## config.mk

```make
export PLATFORM = sky130hd
export DESIGN_NAME = fp_trap_filter
export DESIGN_NICKNAME = d
export VERILOG_FILES = /design/src/rtl/fpx_pkg.sv /design/src/rtl/fpx_qual_filter.sv /design/src/rtl/fpx_sticky.sv /design/src/rtl/fpx_trap_gen.sv /design/src/rtl/fp_trap_filter.sv
export SDC_FILE = /design/constraint.sdc
export NUM_CORES = 1
export LEC_CHECK = 0
export ABC_AREA = 0
export BUFFER_PORTS_ARGS = -buffer_cell sky130_fd_sc_hd__buf_2
export CAP_MARGIN = 20
export CORE_MARGIN = 2
export CORE_UTILIZATION = 51
export DETAILED_ROUTE_END_ITERATION = 8
export PLACE_DENSITY = 0.92
export SETUP_SLACK_MARGIN = 0.2
export SYNTH_ARGS = -nofsm -noshare
export SYNTH_HDL_FRONTEND = slang
export SYNTH_SLANG_ARGS = --single-unit
```

## constraint.sdc

```tcl
create_clock -name clk -period 4.2 [get_ports clk]
set_input_delay 0.84 -clock clk [delete_from_list [all_inputs] [get_ports clk]]
set_output_delay 0.84 -clock clk [all_outputs]
set_load 0.05 [all_outputs]
```

## src/rtl/fpx_pkg.sv

```systemverilog
package fpx_pkg;

    localparam int unsigned NFLAG  = 6;
    localparam int unsigned STAT_W = 64;
    localparam int unsigned SUMMARY_BIT  = 63;
    localparam int unsigned INE_DIS_BIT  = 62;
    localparam int unsigned STICKY_LSB   = 52;

    // bit 0 invalid ... bit 5 integer overflow
    typedef struct packed {
        logic iov;
        logic ine;
        logic unf;
        logic ovf;
        logic dze;
        logic inv;
    } fpx_flags_t;

    typedef struct packed {
        fpx_flags_t flags;
        logic       swc;
    } fpx_sum_t;

    // Flags removed from trapping by the qualifiers
    function automatic fpx_flags_t fpx_ignore(input logic q_unf, input logic q_ine);
        fpx_flags_t ign;
        ign     = '0;
        ign.ine = 1'b1;
        if (!q_unf) begin
            ign.unf = 1'b1;
            ign.iov = 1'b1;
        end
        if (q_ine) begin
            ign.ine = 1'b0;
        end
        return ign;
    endfunction

endpackage

```

## src/rtl/fpx_qual_filter.sv

```systemverilog
module fpx_qual_filter
    import fpx_pkg::*;
(
    input  fpx_flags_t raw,
    input  logic       q_unf,
    input  logic       q_ine,
    input  logic       q_swc,
    input  fpx_flags_t disable_mask,
    output fpx_flags_t survivors,
    output logic       any_survivor
);

    fpx_flags_t eligible;
    fpx_flags_t ctl_pass;

    always_comb begin
        eligible = raw & ~fpx_ignore(q_unf, q_ine);
        ctl_pass = q_swc ? ~disable_mask : '1;
        survivors = eligible & ctl_pass;
        any_survivor = |survivors;
    end

endmodule

```

## src/rtl/fpx_sticky.sv

```systemverilog
module fpx_sticky
    import fpx_pkg::*;
(
    input  logic                clk,
    input  logic                rst,
    input  logic                in_valid,
    input  fpx_flags_t          raw,
    input  logic                ine_disable,
    output fpx_flags_t          status,
    output logic                summary,
    output logic [STAT_W-1:0]   status_word
);

    fpx_flags_t status_q;

    always_ff @(posedge clk) begin
        if (rst) begin
            status_q <= '0;
        end else if (in_valid) begin
            status_q <= status_q | raw;
        end
    end

    always_comb begin
        status  = status_q;
        summary = |status_q;
        status_word = '0;
        status_word[SUMMARY_BIT] = summary;
        status_word[INE_DIS_BIT] = ine_disable;
        status_word[STICKY_LSB +: NFLAG] = status_q;
    end

endmodule

```

## src/rtl/fpx_trap_gen.sv

```systemverilog
module fpx_trap_gen
    import fpx_pkg::*;
#(
    parameter int unsigned NUM_FREG = 32,
    parameter int unsigned PC_W     = 64,
    parameter int unsigned PC_STEP  = 4,
    localparam int unsigned REG_W   = $clog2(NUM_FREG),
    localparam int unsigned MASK_W  = 2 * NUM_FREG
)(
    input  logic              clk,
    input  logic              rst,
    input  logic              in_valid,
    input  logic              fire,
    input  fpx_flags_t        survivors,
    input  logic              swc,
    input  logic [REG_W-1:0]  dst_reg,
    input  logic [PC_W-1:0]   inst_pc,
    output logic              trap_valid,
    output fpx_sum_t          trap_sum,
    output logic [MASK_W-1:0] trap_regmask,
    output logic [PC_W-1:0]   trap_pc
);

    localparam int unsigned SHIFT_W = $clog2(MASK_W);

    logic [SHIFT_W-1:0] bit_pos;
    logic [MASK_W-1:0]  regmask_d;

    always_comb begin
        bit_pos   = SHIFT_W'(dst_reg) + SHIFT_W'(NUM_FREG);
        regmask_d = MASK_W'(1) << bit_pos;
    end

    always_ff @(posedge clk) begin
        if (rst) begin
            trap_valid   <= 1'b0;
            trap_sum     <= '0;
            trap_regmask <= '0;
            trap_pc      <= '0;
        end else begin
            trap_valid <= in_valid && fire;
            if (in_valid && fire) begin
                trap_sum.flags <= survivors;
                trap_sum.swc   <= swc;
                trap_regmask   <= regmask_d;
                trap_pc        <= inst_pc + PC_W'(PC_STEP);
            end
        end
    end

endmodule

```

## src/rtl/fp_trap_filter.sv

```systemverilog
module fp_trap_filter
    import fpx_pkg::*;
#(
    parameter int unsigned NUM_FREG = 32,
    parameter int unsigned PC_W     = 64,
    parameter int unsigned PC_STEP  = 4,
    localparam int unsigned REG_W   = $clog2(NUM_FREG),
    localparam int unsigned MASK_W  = 2 * NUM_FREG
)(
    input  logic              clk,
    input  logic              rst,
    input  logic              in_valid,
    input  logic [NFLAG-1:0]  raw_flags,
    input  logic              q_underflow,
    input  logic              q_inexact,
    input  logic              q_swc,
    input  logic [REG_W-1:0]  dst_reg,
    input  logic [PC_W-1:0]   inst_pc,
    input  logic [NFLAG-1:0]  dis_mask,
    output logic [NFLAG-1:0]  sticky,
    output logic              summary,
    output logic [STAT_W-1:0] status_word,
    output logic              trap_valid,
    output logic [NFLAG:0]    trap_sum,
    output logic [MASK_W-1:0] trap_regmask,
    output logic [PC_W-1:0]   trap_pc
);

    fpx_flags_t raw_s;
    fpx_flags_t dis_s;
    fpx_flags_t survivors;
    fpx_flags_t status_s;
    fpx_sum_t   sum_s;
    logic       fire;

    assign raw_s = fpx_flags_t'(raw_flags);
    assign dis_s = fpx_flags_t'(dis_mask);

    fpx_qual_filter u_filter (
        .raw          (raw_s),
        .q_unf        (q_underflow),
        .q_ine        (q_inexact),
        .q_swc        (q_swc),
        .disable_mask (dis_s),
        .survivors    (survivors),
        .any_survivor (fire)
    );

    fpx_sticky u_sticky (
        .clk         (clk),
        .rst         (rst),
        .in_valid    (in_valid),
        .raw         (raw_s),
        .ine_disable (dis_s.ine),
        .status      (status_s),
        .summary     (summary),
        .status_word (status_word)
    );

    fpx_trap_gen #(
        .NUM_FREG (NUM_FREG),
        .PC_W     (PC_W),
        .PC_STEP  (PC_STEP)
    ) u_trap (
        .clk          (clk),
        .rst          (rst),
        .in_valid     (in_valid),
        .fire         (fire),
        .survivors    (survivors),
        .swc          (q_swc),
        .dst_reg      (dst_reg),
        .inst_pc      (inst_pc),
        .trap_valid   (trap_valid),
        .trap_sum     (sum_s),
        .trap_regmask (trap_regmask),
        .trap_pc      (trap_pc)
    );

    assign sticky   = status_s;
    assign trap_sum = sum_s;

endmodule

```

Yosys cells after proc, flatten, opt, wreduce, memory -nomap -nowiden
Index checks and enable logic that the tools add are counted.

Logic and storage cells: 30. Bits in read-only memories: 0. Memories: 0. Latch bits: 0. Bits of input ports: 87. Flip-flop bits (word level): 142. Output and inout bits: 207. RAM bits: 0.

Shifts and indexed selects: 1. Multiplexer cells: 3. $lt $le $gt $ge: 0. Divide/modulo/power cells: 0. Eq/ne operators: 0. Reduce and logical (&&, ||, !) cells: 3. Multipliers: 0. $add $sub $neg: 2. Bitwise logic cells: 5.

Operators by type and width (number): $add 64x3->64 const B (1); $shl 1x6->64 const A (1); $and 6x6->6 (2); $not 6->6 (2); $reduce_or 6->1 (2); $add 5x6->6 const B (1); $mux 6 (1); $or 6x6->6 (1); $mux 1 (2); $logic_and 1x1->1 (1).

Longest topological paths before layout
Gate-level depths: netlist of run 1.

Depth after elaboration: 6. Depth in mapped cells: 8. Mapped depth without buffers: 6.

By module
From an unflattened synthesis of run 1, not the netlist that was laid out.

Cell total of the unflattened synthesis: 751. Area total of the unflattened synthesis: 6025.8 µm².

Modules (own cells, without submodules): fpx_trap_gen (seq. area each 2082.0 µm², times used 1, area an instance 5283.8 µm², cells each 653); fpx_sticky (seq. area each 120.1 µm², times used 1, area an instance 670.6 µm², cells each 86); fpx_qual_filter (seq. area each 0.0 µm², times used 1, area an instance 71.3 µm², cells each 12).

Least setup slack after synthesis of run 1
No wires, ideal clock.

Path type: input port to flip-flop. From: input q_swc. To: register u_trap.trap_regmask[36]. Setup slack: 1472 ps. Data arrival time: 2658 ps. Stages: 8. Buffers on the path: 3. Cells stage by stage: clkbuf_1 -> a21bo_2 -> o2111ai_1 -> o31ai_1 -> clkbuf_1 -> clkbuf_1 -> nand2_1 -> a21oi_1.

Word-level cells in the longest chain between the ends: 4.

RTL lines: from (decl) (line fp_trap_filter.sv:16) `input logic q_swc,`; $mux 6 (line fpx_qual_filter.sv:18) `ctl_pass = q_swc ? ~disable_mask : '1;`; $and 6x6->6 (line fpx_qual_filter.sv:19) `survivors = eligible & ctl_pass;`; $reduce_or 6->1 (line fpx_qual_filter.sv:20) `any_survivor = |survivors;`; $logic_and 1x1->1 (line fpx_trap_gen.sv:42) `if (in_valid && fire) begin`; to (signal assigned) (line fpx_trap_gen.sv:45) `trap_regmask <= regmask_d;`; to (decl) (line fpx_trap_gen.sv:20) `output logic [MASK_W-1:0] trap_regmask,`.

Every way passes these cells. A chain may end at the register's enable or synchronous reset.

Worst setup path in the final report of run 1
From: input inst_pc[18]. To: register u_trap.trap_pc[63].

Word-level cells in the longest chain between the ends: 1.

RTL lines: from (decl) (line fp_trap_filter.sv:18) `input logic [PC_W-1:0] inst_pc,`; $add 64x3->64 (line fpx_trap_gen.sv:46) `trap_pc <= inst_pc + PC_W'(PC_STEP);`; to (signal assigned) (line fpx_trap_gen.sv:46); to (decl) (line fpx_trap_gen.sv:21) `output logic [PC_W-1:0] trap_pc`.

Every way passes these cells.

==> results.py, run 1 <==
metrics = {
    "synth": {
        "synth-async-reset-ratio_pct": 0,
        "ys_dominant_reg_cell": "sky130_fd_sc_hd__dfxtp_1",
        "synth_mux_area_share_pct": 0,
        "synth.cell_area_mm2": 0.006237,
        "synth.yosys.warnings": 0,
        "sequential_cell_area_fraction_in_the_yosys_report_pct": 35.31,
        "postSynthCellCount": 781,
        "yosys.area_share.simple_pct": 30.37,
        "synth_cell_type_count": 49,
        "number_of_enable_type_register_cells_in_the_synthesized_netlist": 0,
        "flip_flop_and_latch_count_after_synthesis": 110,
        "synth_top_family_by_area": "simple AND/OR/NAND/NOR gates",
        "yosys.area_share.adder_pct": 0.2006,
        "post_synth_xor_area_fraction_pct": 5.898,
        "avgSynthCellArea_um2": 7.986,
        "fraction_of_the_mapped_netlist_area_in_compound_gates_pct": 13.18,
    },
    "global_routing": {
        "total_track_usage_pct": 25.06,
        "grt_start_max_net_pins": 99,
        "grt_pass1_vias": 5378,
        "grt_pass1_wl_um": 26340,
        "antenna_found_initial": 0,
        "grt.overflow.total": 0,
    },
    "cells_and_area": {
        "most-common-layout-cells": "sky130_fd_sc_hd__buf_2, sky130_fd_sc_hd__dfxtp_1, sky130_fd_sc_hd__conb_1, sky130_fd_sc_hd__nor2_1, sky130_fd_sc_hd__nand2_1",
        "fillCellCount": 1057,
        "layout_commonest_cell": "sky130_fd_sc_hd__buf_2",
        "n_antenna_cell": 0,
        "fraction_of_layout_instances_using_a_drive_strength_above_1_pct": 24.87,
        "final_util_pct": 60.62,
        "layout-area-overhead-vs-synth_pct": 16.25,
        "nNetsFinal": 1032,
    },
    "sta": {
        "setup_viol_count_final": 0,
        "clk_skew_ns": 0,
        "unrepaired_setup_endpoints_after_global_routing": "false",
        "slew_headroom_pct": 48.57,
        "share_of_the_cycle_needed_by_the_critical_path_after_routing_pct": 66.33,
        "tightestPinTransition_ns": 0.7714,
        "timing.final.crit_period_ns": 2.786,
        "setup_tns_ns": 0,
        "timing_max_transition_violations_final": 0,
        "final_critical_path_setup_slack_ns": 1.414,
        "timing.fmax_ghz": 0.3590,
        "hold_violations": 0,
    },
    "placement": {
        "place.gp.congestion": 0.9329,
        "detailedPlacementHpwl_um": 12880,
        "preCtsSetupSlack_ns": 1.069,
        "portBuffers": 205,
    },
    "power": {
        "leakage_uw": 0.003150,
        "pwr_density_cell_mw_per_mm2": 386.6,
        "finalPower_uw": 2803,
        "vdd.ir_drop.worst_uv": 165.6,
    },
    "critical_path": {
        "timing.critical_path.arrival_ns": 3.05,
        "cp.buffers_inverters": 1,
        "worst-endpoint-required_ns": 4.46,
        "cpPeakStageDelay_ns": 0.69,
        "critical_path_capture_point_type": "flip-flop",
        "path_cells": "buf_2 -> and4_1 -> nand4_4 -> or4_4 -> or4_1 -> a311oi_1",
        "largest_fanout_on_the_critical_path": 24,
        "worst_path_dominant_cell_family": "simple AND/OR/NAND/NOR gates",
        "cp-start-kind": "input pin",
        "criticalPathCategory": "input pin to flip-flop",
        "worst_path_max_delay_cell": "sky130_fd_sc_hd__or4_4",
    },
    "clock_network": {
        "tritoncts": "built",
        "cts-htree-levels": 3,
        "insertion_delay_ns": 0.35,
        "post_cts_buffers": 0,
        "clk_pin_slew_worst_setup_hold_paths_ns": 0.07,
        "ctsRootBufferMaster": "sky130_fd_sc_hd__clkbuf_16",
        "holdBufCountCts": 0,
        "max-clock-path-buffers": 2,
        "cts_num_sinks": 110,
        "cts_resized": 0,
        "cts_buffer_count": 9,
    },
    "routing": {
        "detail_route.drc_violations": 0,
        "detail_route.wl_per_cell_um": 15.73,
        "drt_iter0_markers": 616,
        "vias": 6077,
        "routed_via_density": 5.545,
        "detail_route.wirelength_um": 17240,
        "ant_nets": 0,
        "first_pass_iters": 6,
    },
    "floorplan": {
        "fp-row-count": 40,
        "floorplan.initialDensity_pct": 52.14,
        "die_w_um": 114.6,
        "die_h_um": 114.6,
        "core_region_area_mm2": 0.01196,
        "io_pins": 294,
        "dieArea_mm2": 0.01313,
    },
    "run": {
        "max_cap_viol_count": 0,
    },
    "hold_path": {
        "hold_class": "flip-flop to flip-flop",
    },
    "status": {
        "status": "finished, final reports clean",
    },
}
## metal layers
metal / vias to the layer above / part of all wire (%) / GRT usage (%)
li1: 2952 / - / -
met1: 2758 / 41 / 30.41
met2: 313 / 48 / 41.78
met3: 54 / 8.8 / 6.088
met4: 0 / 3.0 / 11.71
met5: - / 0 / 0
## final cells by class
class                   instances  area [um2]  area share, %
multi-input cells             607        3448          47.56
flip-flops and latches        110        2202          30.37
clock buffers                  13       260.3          3.589
repair buffers                210        1091          15.05
inverters                       6       22.52         0.3106
clock inverters                 3       42.54         0.5867
well taps                     147       183.9          2.537
## state kept, by name (all words and copies together), names as in the netlist
name and flops:
u_trap.trap_pc 64, u_trap.trap_regmask 32, u_trap.trap_valid 1, u_sticky.status 6, u_trap.trap_sum 7
## worst min-delay path, stage by stage (launching register included)
cell and delay, ns:
sky130_fd_sc_hd__dfxtp_1 0.31, sky130_fd_sc_hd__nand2_1 0.05, sky130_fd_sc_hd__a21oi_1 0.05
## per-stage QoR
step | instance area, um2 | std cells | hold slack (ns)
after global placement | 6948 | 1080 | 0.4360
final | 7251 | 1096 | 0.4497
after global routing | 7251 | 1096 | 0.4759
after CTS | 7251 | 1096 | 0.4529
after floorplan | 6564 | 868 | 0.6674
after detailed placement | 6948 | 1080 | 0.4445
## final timing paths
kind | end | slack [ns] | depth (start not counted) | start
worst max register to register | u_trap.trap_pc[42] | 3.33 | 2 | u_trap.trap_pc[42]
worst max-delay path | u_trap.trap_pc[63] | 1.41 | 6 | inst_pc[18]
worst min-delay path | u_trap.trap_regmask[59] | 0.45 | 2 | u_trap.trap_regmask[59]
worst min register to register | u_trap.trap_regmask[59] | 0.45 | 2 | u_trap.trap_regmask[59]
## cell families (layout without fill, tap and decap cells)
kind of cell	after synthesis	count (layout)
simple gates	352	352
other cells	1	88
fa+ha+maj	1	1
xor+xnor	42	42
flops	110	110
buf+inv	151	232
compound gates	124	124
## Yosys cell counts (10+ instances only)
library cell / instances / area [um2]
sky130_fd_sc_hd__a211oi_1: 52 / 390.4
sky130_fd_sc_hd__a21oi_1: 49 / 245.2
sky130_fd_sc_hd__and3_1: 18 / 112.6
sky130_fd_sc_hd__and4_1: 20 / 175.2
sky130_fd_sc_hd__buf_4: 96 / 720.7
sky130_fd_sc_hd__clkbuf_1: 40 / 150.1
sky130_fd_sc_hd__dfxtp_1: 110 / 2202
sky130_fd_sc_hd__nand2_1: 73 / 274.0
sky130_fd_sc_hd__nand2b_1: 10 / 62.56
sky130_fd_sc_hd__nand3_1: 30 / 150.1
sky130_fd_sc_hd__nand4_1: 35 / 219.0
sky130_fd_sc_hd__nor2_1: 79 / 296.5
sky130_fd_sc_hd__nor3_1: 13 / 65.06
sky130_fd_sc_hd__nor4_1: 24 / 150.1
sky130_fd_sc_hd__or3_1: 20 / 125.1
sky130_fd_sc_hd__xnor2_1: 26 / 227.7
sky130_fd_sc_hd__xor2_1: 16 / 140.1
## power breakdown
part           internal (uW)  switching, uW
Clock                    495            381
Sequential              1100           32.0
Combinational            158            633
(Power assumes the default switching activity.)
==> run 2: changes to the inputs <==
CORE_UTILIZATION = 47   (was 51)
PLACE_DENSITY = 0.86   (was 0.92)
clock period = 2.6 ns   (was 4.2 ns; I/O delays follow)
==> run 2 against run 1 <==
  * Setup slack worse by 0.96 ns
  * Combinational power rose by 64%
  * Total power grew 61%
  * Routed wire length increased by 2.4%
==> results.py, run 2 (synthesis gave the netlist of run 1 again) <==
metrics = {
    "cells_and_area": {
        "nNetsFinal": 1049,
        "most-common-layout-cells": "sky130_fd_sc_hd__buf_2, sky130_fd_sc_hd__dfxtp_1, sky130_fd_sc_hd__conb_1, sky130_fd_sc_hd__nor2_1, sky130_fd_sc_hd__nand2_1",
        "final_util_pct": 56.82,
        "reg.largest.list": "u_trap.trap_pc x64, u_trap.trap_regmask x32, u_trap.trap_sum x7",
        "layout-area-overhead-vs-synth_pct": 19.20,
        "finish.cell_count_without_fillers": 1142,
        "number_of_flip_flops_under_the_largest_register_name": 64,
        "fraction_of_layout_instances_using_a_drive_strength_above_1_pct": 26.01,
        "layout_commonest_cell": "sky130_fd_sc_hd__buf_2",
        "largest-register": "u_trap.trap_pc",
        "fillCellCount": 1241,
    },
    "sta": {
        "clk_skew_ns": 0,
        "timing.final.crit_period_ns": 2.147,
        "setup_viol_count_final": 0,
        "tightestPinTransition_ns": 0.6597,
        "share_of_the_cycle_needed_by_the_critical_path_after_routing_pct": 82.56,
        "timing.fmax_ghz": 0.4658,
        "setup_tns_ns": 0,
        "hold_violations": 0,
        "slew_headroom_pct": 56.02,
        "unrepaired_setup_endpoints_after_global_routing": "false",
        "final_critical_path_setup_slack_ns": 0.4533,
        "timing_max_transition_violations_final": 0,
    },
    "critical_path": {
        "worst-endpoint-required_ns": 2.86,
        "cp-start-kind": "input pin",
        "criticalPathCategory": "input pin to flip-flop",
        "largest_fanout_on_the_critical_path": 5,
        "critical_path_capture_point_type": "flip-flop",
        "timing.critical_path.arrival_ns": 2.40,
    },
    "placement": {
        "detailedPlacementHpwl_um": 13370,
        "portBuffers": 205,
        "preCtsSetupSlack_ns": 0.1017,
        "place.detailed.instances": 1126,
        "place.gp.congestion": 0.9617,
    },
    "floorplan": {
        "io_pins": 294,
        "core_region_area_mm2": 0.01309,
        "floorplan.initialDensity_pct": 47.67,
        "dieArea_mm2": 0.01421,
        "fp-row-count": 42,
        "die_w_um": 119.2,
        "die_h_um": 119.2,
    },
    "power": {
        "pwr_density_cell_mw_per_mm2": 606.0,
        "finalPower_uw": 4505,
        "vdd.ir_drop.worst_uv": 356.6,
        "leakage_uw": 0.003234,
    },
    "routing": {
        "first_pass_iters": 5,
        "detail_route.wirelength_um": 17650,
        "routed_via_density": 5.295,
        "ant_nets": 0,
        "drt_iter0_markers": 624,
        "detail_route.wl_per_cell_um": 15.46,
        "detail_route.drc_violations": 0,
        "vias": 6047,
    },
    "run": {
        "max_cap_viol_count": 0,
    },
    "clock_network": {
        "post_cts_buffers": 0,
        "insertion_delay_ns": 0.33,
        "tritoncts": "built",
        "max-clock-path-buffers": 2,
        "cts-htree-levels": 3,
        "cts_buffer_count": 9,
        "holdBufCountCts": 0,
        "cts_num_sinks": 110,
        "ctsRootBufferMaster": "sky130_fd_sc_hd__clkbuf_16",
        "cts_resized": 0,
        "clk_pin_slew_worst_setup_hold_paths_ns": 0.08,
    },
    "global_routing": {
        "grt_pass1_wl_um": 27640,
        "grt_pass1_vias": 5423,
        "total_track_usage_pct": 24.22,
        "grt.overflow.total": 0,
        "grt_start_max_net_pins": 61,
        "antenna_found_initial": 1,
    },
    "hold_path": {
        "hold_class": "input pin to flip-flop",
    },
    "status": {
        "status": "finished, final reports clean",
    },
}
-- run 2: cell count changes in the layout (fill, tap and decap cells not counted) --
cell / previous run / this run
sky130_fd_sc_hd__buf_4: 4 / 18
sky130_fd_sc_hd__buf_12: 2 / 5
sky130_fd_sc_hd__clkbuf_8: 2 / 0
sky130_fd_sc_hd__clkbuf_1: 2 / 3
sky130_fd_sc_hd__diode_2: 0 / 1
sky130_fd_sc_hd__clkinv_2: 1 / 0
sky130_fd_sc_hd__clkinv_4: 0 / 1
-- run 2: final timing paths --
check	start	end	slack, ns	cells past startpoint
min	inst_pc[2]	u_trap.trap_pc[2]	0.41	2
min reg2reg	u_trap.trap_regmask[37]	u_trap.trap_regmask[37]	0.45	2
max reg2reg	u_trap.trap_pc[42]	u_trap.trap_pc[42]	1.71	2
max	inst_pc[18]	u_trap.trap_pc[63]	0.45	6
-- run 2: per-stage QoR --
stage	area (um2)	hold slack (ns)
floorplan	6569	0.6164
global placement	7149	0.4360
detailed placement	7149	0.4413
CTS	7432	0.3941
global route	7432	0.4101
finish	7435	0.4072
-- run 2: final cells by class --
class / count / area [um2] / area share [%]
Clock buffer: 12 / 236.5 / 3.181
Sequential cell: 110 / 2202 / 29.62
Tap cell: 176 / 220.2 / 2.962
Inverter: 6 / 22.52 / 0.3029
Antenna cell: 1 / 2.502 / 0.03366
Multi-Input combinational cell: 607 / 3448 / 46.38
Timing Repair Buffer: 227 / 1256 / 16.90
Clock inverter: 3 / 46.29 / 0.6227
-- run 2: critical path, stage by stage --
cell                       delay (ns)
sky130_fd_sc_hd__buf_2           0.11
sky130_fd_sc_hd__and4_1          0.29
sky130_fd_sc_hd__nand4_4         0.13
sky130_fd_sc_hd__or4_4           0.59
sky130_fd_sc_hd__or4_1           0.51
sky130_fd_sc_hd__a311oi_1        0.25
-- run 2: report_power, final --
group	internal, uW	switching, uW	total [uW]	leakage (uW)
combinational	272	1030	1300	0.00220
clock	747	622	1370	0.000133
sequential	1780	51.0	1830	0.000905
total	2800	1700	4510	0.00323
-- run 2: layer usage --
metal | up-vias | global-route usage, % | routed length, um
li1 | 2970 | - | -
met1 | 2784 | 29.87 | 7242
met2 | 271 | 41.09 | 8525
met3 | 22 | 6.082 | 1602
met4 | 0 | 8.259 | 284
met5 | - | 0 | 0
==> run 3: changes to the inputs <==
ABC_AREA = 1   (was 0)
CORE_UTILIZATION = 44   (was 47)
PLACE_DENSITY = 0.83   (was 0.86)
clock period = 1.97 ns   (was 2.6 ns; I/O delays follow)
==> run 3 against run 2 <==
  * Cell count increased by 26%
  * Critical path depth decreased by 3
  * Setup slack got worse by 0.20 ns
  * First-iteration DRC count decreased by 16%
  * Count of clock-buffer cells in the layout decreased by 3
  * Highest routed layer unchanged
  * Register-to-register slack got worse by 0.44 ns
  * Core utilization decreased by 4.0 points
  * Non-clock buffer count unchanged
  * Die area increased by 15%
==> results.py, run 3 <==
metrics = {
    "power": {
        "leakage_uw": 0.004114,
        "power.combinational.fraction_pct": 29.5,
        "clock_power_share_pct": 31.2,
        "power_report.internal_total_uw": 3676,
        "switching_share_pct": 41.36,
        "vdd.ir_drop.worst_uv": 387.2,
        "pwr_density_cell_mw_per_mm2": 786.2,
        "power_frac_seq_pct": 39.3,
        "netSwitchingPower_uw": 2593,
    },
    "critical_path": {
        "timing.critical_path.arrival_ns": 1.33,
        "criticalPathCategory": "flip-flop to output pin",
        "critical_path_capture_point_type": "output pin",
        "worst-endpoint-required_ns": 1.58,
        "largest_fanout_on_the_critical_path": 4,
        "cp-start-kind": "flip-flop",
    },
    "sta": {
        "clk_skew_ns": 0,
        "share_of_the_cycle_needed_by_the_critical_path_after_routing_pct": 87.30,
        "timing_max_transition_violations_final": 0,
        "slew_headroom_pct": 65.13,
        "timing.final.crit_period_ns": 1.720,
        "hold_violations": 0,
        "setup_tns_ns": 0,
        "unrepaired_setup_endpoints_after_global_routing": "false",
        "fin_worst_hold_slack_ns": 0.2655,
        "setup_viol_count_final": 0,
        "timing.fmax_ghz": 0.5814,
        "tightestPinTransition_ns": 0.5211,
    },
    "cells_and_area": {
        "number_of_flip_flops_under_the_largest_register_name": 64,
        "most-common-layout-cells": "sky130_fd_sc_hd__nand2_1, sky130_fd_sc_hd__buf_2, sky130_fd_sc_hd__nor2_1, sky130_fd_sc_hd__dfxtp_1, sky130_fd_sc_hd__nand3_1",
        "nNetsFinal": 1339,
        "largest-register": "u_trap.trap_pc",
        "finish.instance_area_mm2": 0.007974,
        "final_util_pct": 52.84,
        "reg.largest.list": "u_trap.trap_pc x64, u_trap.trap_regmask x32, u_trap.trap_sum x7",
        "n_antenna_cell": 0,
        "layout_commonest_cell": "sky130_fd_sc_hd__nand2_1",
        "fraction_of_layout_instances_using_a_drive_strength_above_1_pct": 20.62,
        "fillCellCount": 1592,
        "layout-area-overhead-vs-synth_pct": 18.19,
    },
    "synth": {
        "postSynthCellCount": 1062,
        "synth.cells.most_frequent": "sky130_fd_sc_hd__nand2_1, sky130_fd_sc_hd__nor2_1, sky130_fd_sc_hd__dfxtp_1",
        "synth_cell_type_count": 25,
        "avgSynthCellArea_um2": 6.353,
        "sequential_cell_area_fraction_in_the_yosys_report_pct": 32.64,
        "synth.cell_area_mm2": 0.006746,
        "synth.yosys.warnings": 0,
        "synth.area.top_cells": "sky130_fd_sc_hd__dfxtp_1, sky130_fd_sc_hd__nand2_1, sky130_fd_sc_hd__buf_4",
        "flip_flop_and_latch_count_after_synthesis": 110,
        "yosysMostFrequentCell": "sky130_fd_sc_hd__nand2_1",
        "ys_dominant_reg_cell": "sky130_fd_sc_hd__dfxtp_1",
        "synth-async-reset-ratio_pct": 0,
        "synth.largest_area_cell": "sky130_fd_sc_hd__dfxtp_1",
        "number_of_enable_type_register_cells_in_the_synthesized_netlist": 0,
        "netlist.area_leader.share_pct": 32.64,
    },
    "global_routing": {
        "grt_pass1_wl_um": 32950,
        "grt_pass1_vias": 6200,
        "grt_start_max_net_pins": 56,
        "total_track_usage_pct": 26.15,
        "grt.overflow.total": 0,
        "antenna_found_initial": 0,
    },
    "routing": {
        "vias": 7166,
        "routed_via_density": 4.963,
        "ant_nets": 0,
        "detail_route.drc_violations": 0,
        "detail_route.wirelength_um": 21810,
        "drt_iter0_markers": 526,
        "detail_route.wl_per_cell_um": 15.10,
        "first_pass_iters": 8,
    },
    "clock_network": {
        "insertion_delay_ns": 0.36,
        "max-clock-path-buffers": 2,
        "tritoncts": "built",
        "cts-htree-levels": 3,
        "clk_pin_slew_worst_setup_hold_paths_ns": 0.08,
        "holdBufCountCts": 0,
        "cts_num_sinks": 110,
        "ctsRootBufferMaster": "sky130_fd_sc_hd__clkbuf_16",
        "cts_buffer_count": 9,
        "post_cts_buffers": 0,
    },
    "floorplan": {
        "io_pins": 294,
        "die_h_um": 127.8,
        "core_region_area_mm2": 0.01509,
        "die_w_um": 127.8,
        "fp-row-count": 45,
        "dieArea_mm2": 0.01634,
        "floorplan.initialDensity_pct": 44.71,
    },
    "placement": {
        "place.gp.congestion": 0.9960,
        "placed_cell_area_mm2": 0.007651,
        "detailedPlacementHpwl_um": 17450,
        "portBuffers": 205,
    },
    "run": {
        "max_cap_viol_count": 0,
    },
    "hold_path": {
        "hold_class": "input pin to flip-flop",
    },
    "status": {
        "status": "finished, final reports clean",
    },
}
run 3: cell type report:
type | instances | area (um2) | share of cell area [%]
Clock buffer | 9 | 225.2 | 2.824
Clock inverter | 7 | 88.84 | 1.114
Inverter | 91 | 341.6 | 4.284
Multi-Input combinational cell | 812 | 3611 | 45.28
Sequential cell | 110 | 2206 | 27.66
Tap cell | 188 | 235.2 | 2.950
Timing Repair Buffer | 227 | 1266 | 15.88
run 3: power groups by stage:
stage | sequential [uW] | clock [uW] | combinational, uW
4_1_cts | 2460 | 1990 | 1850
3_3_place_gp | 2510 | 0 | 1840
5_1_grt | 2480 | 2080 | 1970
6_report | 2460 | 1960 | 1850
2_1_floorplan | 3010 | 0 | 1030
3_5_place_dp | 2510 | 0 | 1850
run 3: cell families after synthesis:
family / synth area share, %
buf+inv: 18.97
flops: 32.64
compound gates: 10.16
simple gates: 33.96
fa+ha+maj: 0.1854
xor+xnor: 4.024
other cells: 0.05558
run 3: routing by layer:
layer / global-route usage (%) / vias to the layer above / routed length (um)
met2: 42.12 / 327 / 9919
li1: - / 3560 / -
met1: 33.96 / 3234 / 9365
met4: 12.80 / 0 / 874
met5: 0 / - / 0
met3: 4.549 / 45 / 1652
run 3: repair_timing:
item / 4_1_cts / 5_1_grt
gates resized for setup: 1 / 0
endpoints found under the hold margin: 0 / 0
endpoints found under the setup margin: 2 / 0
run 3: metrics by stage:
step                total power, uW  setup WS [ns]  cells
finish                         6269         0.2501   1444
global route                   6530         0.2103   1444
CTS                            6298         0.2347   1444
detailed placement             4352        0.07863   1428
global placement               4349        0.06730   1428
floorplan                      4032         0.2580   1149
run 3: final timing paths:
kind	to	depth (start not counted)	slack (ns)	startpoint
setup / recovery	status_word[63]	3	0.25	u_sticky.status[3]
hold / removal	u_trap.trap_pc[2]	2	0.27	inst_pc[2]
setup reg to reg	u_trap.trap_pc[22]	2	1.27	u_trap.trap_pc[22]
hold reg to reg	u_trap.trap_pc[0]	2	0.49	u_trap.trap_pc[0]
run 3: critical path, cell delays in order (launching register included):
cell and delay, ns:
sky130_fd_sc_hd__dfxtp_2 0.35, sky130_fd_sc_hd__nor4_4 0.30, sky130_fd_sc_hd__nand3_2 0.10, sky130_fd_sc_hd__buf_2 0.21
